File: config.mk
export PLATFORM = sky130hd
export DESIGN_NAME = bus_release_arb
export DESIGN_NICKNAME = d
export VERILOG_FILES = /design/src/rtl/bra_pkg.sv /design/src/rtl/bra_backoff_ctrl.sv /design/src/rtl/bra_hold_ctrl.sv /design/src/rtl/bra_float_ctrl.sv /design/src/rtl/bus_release_arb.sv
export SDC_FILE = /design/constraint.sdc
export NUM_CORES = 1
export LEC_CHECK = 0
export BUFFER_PORTS_ARGS = -buffer_cell sky130_fd_sc_hd__buf_4
export CELL_PAD_IN_SITES_DETAIL_PLACEMENT = 0
export CELL_PAD_IN_SITES_GLOBAL_PLACEMENT = 1
export CORE_AREA = 2 2 39 41
export DETAILED_ROUTE_END_ITERATION = 7
export DIE_AREA = 0 0 41 43
export PLACE_DENSITY_LB_ADDON = 0.1
export SETUP_SLACK_MARGIN = 0.02
export SKIP_LAST_GASP = 1
export SYNTH_ARGS = -nofsm -noshare
export SYNTH_HDL_FRONTEND = slang
export SYNTH_SLANG_ARGS = --single-unit
File: constraint.sdc
create_clock -name clk -period 1.3 [get_ports clk]
set_input_delay 0.13 -clock clk [delete_from_list [all_inputs] [get_ports clk]]
set_output_delay 0.13 -clock clk [all_outputs]
set_load 0.05 [all_outputs]
File: src/rtl/bra_pkg.sv
package bra_pkg;

  typedef enum logic {
    HS_OWN   = 1'b0,
    HS_YIELD = 1'b1
  } hold_state_e;

endpackage

File: src/rtl/bra_backoff_ctrl.sv
module bra_backoff_ctrl (
  input  logic clk,
  input  logic rst,
  input  logic boff_req,
  input  logic cyc_busy,
  output logic restart_block,
  output logic restart_req
);

  logic boff_q;
  logic pend_q;
  logic fire;

  assign fire = boff_q && !boff_req && pend_q;

  always_ff @(posedge clk) begin
    if (rst) begin
      boff_q      <= 1'b0;
      pend_q      <= 1'b0;
      restart_req <= 1'b0;
    end else begin
      boff_q      <= boff_req;
      restart_req <= fire;
      if (fire)
        pend_q <= 1'b0;
      else if (boff_req && cyc_busy)
        pend_q <= 1'b1;
    end
  end

  assign restart_block = pend_q || restart_req;

  assert_restart_follows_negation_R9: assert property (@(posedge clk) disable iff (rst)
    restart_req |-> (!$past(boff_req) && $past(boff_req, 2)));

  assert_restart_single_pulse_R9: assert property (@(posedge clk) disable iff (rst)
    restart_req |=> !restart_req);

  assert_no_restart_while_boff_R10: assert property (@(posedge clk) disable iff (rst)
    boff_req |=> !restart_req);

endmodule

File: src/rtl/bra_hold_ctrl.sv
module bra_hold_ctrl
  import bra_pkg::*;
(
  input  logic clk,
  input  logic rst,
  input  logic hold_req,
  input  logic lock_active,
  input  logic cyc_busy,
  input  logic cyc_end,
  input  logic boff_req,
  input  logic restart_block,
  output logic hold_next,
  output logic hold_ack
);

  hold_state_e state_q, state_d;
  logic        bus_quiet;
  logic        may_grant;

  assign bus_quiet = !cyc_busy || cyc_end;
  assign may_grant = !lock_active && bus_quiet && !boff_req && !restart_block;

  always_comb begin
    state_d = state_q;
    case (state_q)
      HS_OWN:   if (hold_req && may_grant) state_d = HS_YIELD;
      HS_YIELD: if (!hold_req)             state_d = HS_OWN;
      default:                             state_d = HS_OWN;
    endcase
  end

  always_ff @(posedge clk) begin
    if (rst) state_q <= HS_OWN;
    else     state_q <= state_d;
  end

  assign hold_next = (state_d == HS_YIELD);
  assign hold_ack  = (state_q == HS_YIELD);

  assert_grant_conditions_R2: assert property (@(posedge clk) disable iff (rst)
    $rose(hold_ack) |-> $past(hold_req && !lock_active && !boff_req && (!cyc_busy || cyc_end)));

  assert_release_on_drop_R3: assert property (@(posedge clk) disable iff (rst)
    !hold_req |=> !hold_ack);

  assert_lock_blocks_R4: assert property (@(posedge clk) disable iff (rst)
    (lock_active && !hold_ack) |=> !hold_ack);

  assert_busy_blocks_R5: assert property (@(posedge clk) disable iff (rst)
    (cyc_busy && !cyc_end && !hold_ack) |=> !hold_ack);

  assert_boff_no_ack_R8: assert property (@(posedge clk) disable iff (rst)
    (boff_req && !hold_ack) |=> !hold_ack);

  assert_ack_kept_under_boff_R12: assert property (@(posedge clk) disable iff (rst)
    (hold_ack && hold_req) |=> hold_ack);

endmodule

File: src/rtl/bra_float_ctrl.sv
module bra_float_ctrl (
  input  logic clk,
  input  logic rst,
  input  logic hold_next,
  input  logic boff_req,
  input  logic ahold_req,
  output logic bus_float,
  output logic addr_float
);

  logic bus_d;

  assign bus_d = hold_next || boff_req;

  always_ff @(posedge clk) begin
    if (rst) begin
      bus_float  <= 1'b0;
      addr_float <= 1'b0;
    end else begin
      bus_float  <= bus_d;
      addr_float <= bus_d || ahold_req;
    end
  end

  assert_ahold_floats_addr_R6: assert property (@(posedge clk) disable iff (rst)
    ahold_req |=> addr_float);

  assert_boff_floats_bus_R8: assert property (@(posedge clk) disable iff (rst)
    boff_req |=> (bus_float && addr_float));

  assert_bus_implies_addr_R7: assert property (@(posedge clk) disable iff (rst)
    bus_float |-> addr_float);

endmodule

File: src/rtl/bus_release_arb.sv
module bus_release_arb (
  input  logic clk,
  input  logic rst,
  input  logic hold_req,
  input  logic ahold_req,
  input  logic boff_req,
  input  logic lock_active,
  input  logic cyc_busy,
  input  logic cyc_end,
  output logic hold_ack,
  output logic addr_float,
  output logic bus_float,
  output logic restart_req
);

  logic restart_block;
  logic hold_next;

  bra_backoff_ctrl u_boff (
    .clk           (clk),
    .rst           (rst),
    .boff_req      (boff_req),
    .cyc_busy      (cyc_busy),
    .restart_block (restart_block),
    .restart_req   (restart_req)
  );

  bra_hold_ctrl u_hold (
    .clk           (clk),
    .rst           (rst),
    .hold_req      (hold_req),
    .lock_active   (lock_active),
    .cyc_busy      (cyc_busy),
    .cyc_end       (cyc_end),
    .boff_req      (boff_req),
    .restart_block (restart_block),
    .hold_next     (hold_next),
    .hold_ack      (hold_ack)
  );

  bra_float_ctrl u_float (
    .clk        (clk),
    .rst        (rst),
    .hold_next  (hold_next),
    .boff_req   (boff_req),
    .ahold_req  (ahold_req),
    .bus_float  (bus_float),
    .addr_float (addr_float)
  );

  assert_ack_floats_all_R7: assert property (@(posedge clk) disable iff (rst)
    hold_ack |-> (bus_float && addr_float));

  assert_restart_blocks_ack_R11: assert property (@(posedge clk) disable iff (rst)
    (restart_req && !hold_ack) |=> !hold_ack);

  assert_reset_clears_R1: assert property (@(posedge clk)
    rst |=> !(hold_ack || addr_float || bus_float || restart_req));

endmodule

==> results.tsv, run 1 <==
metric	value	unit
first-pass GRT wire length	690	um
Vias/cell	4.039	
Min-Delay Path Class	in -> reg	
CTS resizes	0	
DIE WIDTH	41	um
CTS tree	yes	
drt drc	0	
number of routed nets with antenna violations	0	
via count	206	
H-tree depth	1	
Worst-path clk slew	40	ps
Sw Share	0.2419	
Mapped Cells	21	
P_int	0.3324	mW
clk sinks	6	
area share of and/or/nand/nor cells after synthesis	0.3407	
total placed cells including tap cells	48	
unrepaired setup endpoints after global routing	false	
startpoint types	register	
flops & latches, synth	6	
Clk Latency, worst-skew pair	240	ps
Flop pwr share	0.455	
period utilisation layout	0.7764	
RR Startpoint	u_boff.pend_q	
Die Ht	43	um
TritonCTS Buffers	3	
Site Rows	14	
max-cap violation count	0	
min Tclk post-route	1009	ps
Core Region	1384	um2
Worst EP arrival	1170	ps
setup TNS	0	ps
initial core utilization	0.1646	
Synth Area in XOR/XNOR	0	
mux share of post-synthesis cell area	0	
setup repair bufs after CTS	0	
Fillers	156	
Setup-failing EPs final	0	
Seq/Total Area, Yosys	0.5275	
n_diodes	0	
HPWL Detailed	383	um
Clk pwr share	0.373	
number of DRC markers in iteration 0	1	
Required @ worst endpoint	1460	ps
Post-DP Area	330.3	um2
Placement Setup Slack	264.7	ps
clock root cell	clkbuf_4	
Synth top area share	0.5275	
YS warnings	0	
Rel. slew slack	0.7771	
worst setup margin	290.7	ps
largest family of logic cells by synthesized area	simple AND/OR/NAND/NOR gates	
Pre-antenna DRT Iters	2	
cts hold-fix bufs	0	
syn_area_per_cell	10.84	um2
VDD IR max	345.2	uV
Clock Tree Buf Depth	2	
skew final	1.978	ps
P&R area growth vs syn	54.95	%
Die ar.	1763	um2
Psw	0.1060	mW
net count after synthesis	29	
I/O pin total	12	
wire per inst	9.275	um
Combinational Power Share	0.172	
total grt overflow	0	
initial antenna violation count	0	
Worst-Margin Slew	333.6	ps
post-synth top area cell	dfxtp_1	
commonest non-fill, non-tap cell in the layout	buf_4	
Final Instance Area	352.8	um2
power per standard cell area	1242	nW/um2
static leakage	0.1410	nW
synthesized cell area	227.7	um2
IO Port Bufs	11	
max-slew violation count	0	
compound-gate portion of the synthesized area	0.1319	
share of cells above drive strength 1	0.4286	
Cell variety after synth	11	
Adder-Cell Fraction of Synth Area	0	
Final Hold Fails	0	
largest net degree at the start of global routing	9	
critical path type	reg -> reg	
Critical Path End Type	register	
Area contributors post-synth	dfxtp_1 53%, nor4_4 9.3%, nor3_1 6.6%, nor3b_1 6.6%, nand2b_1 5.5%	
Max Fclk	990.8	MHz
Final #Nets	45	
GPL Wtd Cong	0.6078	
Total GRT Usage	0.06219	
most frequent cells in the layout	11 x buf_4, 6 x dfxtp_1, 3 x nor3_1, 3 x clkbuf_4	
Final Routed Wirelength	473	um
Post-Layout Cell Count	51	
CP max FO	3	
number of global-route vias before repair	193	
min-delay src	rst	
run status	finished clean	
CP startpoint	u_boff.pend_q	
final hold slack	100.6	ps
[registers in the layout (all words and copies together), names as in the netlist]
register / cells
u_boff.restart_req: 1
u_boff.pend_q: 1
u_hold.hold_ack: 1
u_boff.boff_q: 1
u_float.bus_float: 1
u_float.addr_float: 1
[final timing paths]
| check | end | slack (ps) | cells past startpoint |
|---|---|---|---|
| worst max-delay path | u_float.addr_float | 290 | 3 |
| worst min-delay path | u_boff.boff_q | 100 | 2 |
| worst max register to register | u_float.addr_float | 290 | 3 |
| worst min register to register | u_boff.restart_req | 480 | 2 |
[stage by stage]
stage | utilization | total power, mW
after floorplan | - | 0.2428
after global placement | 0.2387 | 0.2793
after detailed placement | 0.2387 | 0.2797
after CTS | 0.2550 | 0.4495
after global routing | 0.2550 | 0.4599
final | 0.2550 | 0.4384
[critical path, cell delays in order (launching register included)]
cell	delay [ps]
dfxtp_1	330
nor4_4	320
a2111oi_1	120
nor3_1	160
[cell families after synthesis]
group / after synthesis
DFF: 6
and+or+nand+nor: 11
AOI/OAI and AO/OA: 4
[layout make-up]
cell class / count / area [um2] / area share
sequential: 6 / 120.1 / 0.3404
multi-input combinational: 15 / 107.6 / 0.3050
timing repair buffer: 11 / 82.58 / 0.2340
clock buffer: 3 / 22.52 / 0.06383
tap: 16 / 20.02 / 0.05674
[layer usage]
| metal | global-route usage | vias to the layer above | routed length [um] |
|---|---|---|---|
| li1 | - | 109 | - |
| met4 | 0.06000 | 0 | 8 |
| met3 | 0.03141 | 2 | 58 |
| met1 | 0.07051 | 85 | 208 |
| met2 | 0.07813 | 10 | 198 |
| met5 | 0 | - | 0 |
[cells in the mapped netlist]
master / instances
a211oi_1: 1
nor2b_1: 1
a21oi_1: 1
nor3b_1: 2
nor3_1: 3
nand2b_1: 2
a2111oi_1: 1
dfxtp_1: 6
nor2_1: 2
a22oi_1: 1
nor4_4: 1
[power groups by stage]
stage / clock, mW / combinational [mW] / sequential, mW
after floorplan: 0 / 0.0198 / 0.223
after global placement: 0 / 0.0765 / 0.203
after detailed placement: 0 / 0.0769 / 0.203
after CTS: 0.173 / 0.0770 / 0.199
after global routing: 0.178 / 0.0814 / 0.200
final: 0.164 / 0.0755 / 0.199
Power figures use the tool's default switching activity.
==> run 2, diff against run 1 <==
- clock period: 1.3 -> 0.9 ns (I/O delays scaled with it)
==> run 2 against run 1 <==
Against the previous run:
- the flow now finishes with violations (setup timing)
- fmax is essentially flat
- critical path depth is the same
- non-clock buffer count grew 2
- wire length grew 6.1%
- first-iteration DRC count grew to 6.0 times the previous value
- clock skew grew 9.2 ps
- sequential share of layout area shrank 1.3 points
- flip-flop and latch count is the same
- sequential power grew 44%
- largest cell class unchanged
==> results.tsv, run 2 (synthesized netlist as in run 1, its figures left out) <==
metric	value	unit
Clk Latency, worst-skew pair	250	ps
max-slew violation count	0	
GPL Wtd Cong	0.6047	
power per standard cell area	1759	nW/um2
Site Rows	14	
commonest non-fill, non-tap cell in the layout	buf_4	
Setup-failing EPs final	3	
M2 GR Usage	0.09688	
Min-Delay Endpoint	u_boff.pend_q	
clk sinks	6	
Max Fclk	990.8	MHz
run status	finished with violations	
min Tclk post-route	1009	ps
R2R Setup Slk	-110	ps
Required @ worst endpoint	1060	ps
Vias/cell	4.037	
slowest cell delay on critical path	330	ps
crit-path leading delay family	simple AND/OR/NAND/NOR gates	
critical path type	reg -> reg	
HPWL Detailed	412.5	um
largest net degree at the start of global routing	9	
drt drc	0	
DIE WIDTH	41	um
Worst-path clk slew	50	ps
Post-DP Area	351.6	um2
setup repair bufs after CTS	0	
number of routed nets with antenna violations	0	
CTS tree	yes	
Worst EP arrival	1160	ps
slowest cell on the critical path	dfxtp_2	
total grt overflow	0	
wire per inst	9.296	um
Reg2Reg Depth	3	
Die Ht	43	um
number of global-route vias before repair	204	
initial core utilization	0.1646	
CP max FO	3	
RR Endpoint	u_hold.hold_ack	
Fillers	153	
I/O pin total	12	
Die ar.	1763	um2
Final #Nets	47	
skew final	11.14	ps
hold depth	2	
startpoint types	register	
Critical Path End Type	register	
Clock Tree Buf Depth	2	
clock root cell	clkbuf_4	
most frequent cells in the layout	11 x buf_4, 3 x nor3_1, 3 x clkbuf_4, 3 x dfxtp_1	
Placement Setup Slack	-113.6	ps
RR Startpoint	u_boff.pend_q	
number of DRC markers in iteration 0	6	
unrepaired setup endpoints after global routing	true	
Final Hold Fails	0	
share of cells above drive strength 1	0.5263	
static leakage	0.1550	nW
Core Region	1384	um2
initial antenna violation count	0	
max-cap violation count	0	
first-pass GRT wire length	779	um
CP bufs+invs	0	
met3 usage	0.03141	
period utilisation layout	1.121	
worst setup margin	-109.3	ps
Pre-antenna DRT Iters	4	
via count	218	
gr busiest metal	met2	
Final Routed Wirelength	502	um
P&R area growth vs syn	69.23	%
Worst-Margin Slew	311.6	ps
IO Port Bufs	11	
TritonCTS Buffers	3	
Final Instance Area	385.4	um2
VDD IR max	629.5	uV
min-delay src	rst	
M1 GR Usage	0.08091	
Total GRT Usage	0.07445	
Min-Delay Path Class	in -> reg	
critical path, cell by cell	nor4_4 -> a21oi_1 -> nor3b_1	
failing checks	setup timing	
n_diodes	0	
Final Power	0.6777	mW
H-tree depth	1	
Rel. slew slack	0.7917	
## run 2: cell count changes in the layout (fill, tap and decap cells not counted), sizes merged
cell,previous run,this run
buf,11,13
clkbuf,3,4
## run 2: power breakdown
part	switching [mW]	leakage [nW]	internal, mW
clock	0.105	0.0150	0.168
combinational	0.0622	0.0889	0.0564
sequential	0.00712	0.0511	0.279
total	0.174	0.155	0.503
## run 2: area by class of cell
type	instances	area [um2]	area share
Sequential cell	6	126.4	0.3279
Multi-Input combinational cell	15	107.6	0.2792
Timing Repair Buffer	13	105.1	0.2727
Tap cell	16	20.02	0.05195
Clock buffer	4	26.28	0.06818
## run 2: metrics by stage
step	hold WS (ps)	setup TNS, ps	utilization	cells
global placement	305.0	-292.0	0.2541	50
global route	50.77	-578.6	0.2785	54
detailed placement	308.1	-301.3	0.2541	50
CTS	38.01	-373.3	0.2785	54
finish	40.26	-311.9	0.2785	54
floorplan	155.0	-187.8	-	21
## run 2: worst max-delay path by stage
stage | from | cells after the start | slack [ps] | endpoint
global placement | u_boff.pend_q | 3 | -110 | u_float.addr_float
global route | u_boff.pend_q | 3 | -220 | u_float.addr_float
CTS | u_boff.pend_q | 3 | -140 | u_hold.hold_ack
finish | u_boff.pend_q | 3 | -110 | u_hold.hold_ack
detailed placement | u_boff.pend_q | 3 | -110 | u_hold.hold_ack
floorplan | u_boff.restart_req | 3 | -110 | u_float.addr_float
## run 2: layer usage
layer  up-vias  wire [um]
met2         7        230
met1        93        223
met3         2         42
met4         0          6
met5         -          0
li1        116          -
## run 2: timing repair
item                                    4_1_cts  5_1_grt
endpoints found under the setup margin        5        3
gates resized for setup                       2        0
pin swaps                                     0        1
hold buffers                                  0        0
## run 2: worst reg2reg max path: stages, from the launching register on
cell and delay (ps):
dfxtp_2 330, nor4_4 300, a21oi_1 110, nor3b_1 170
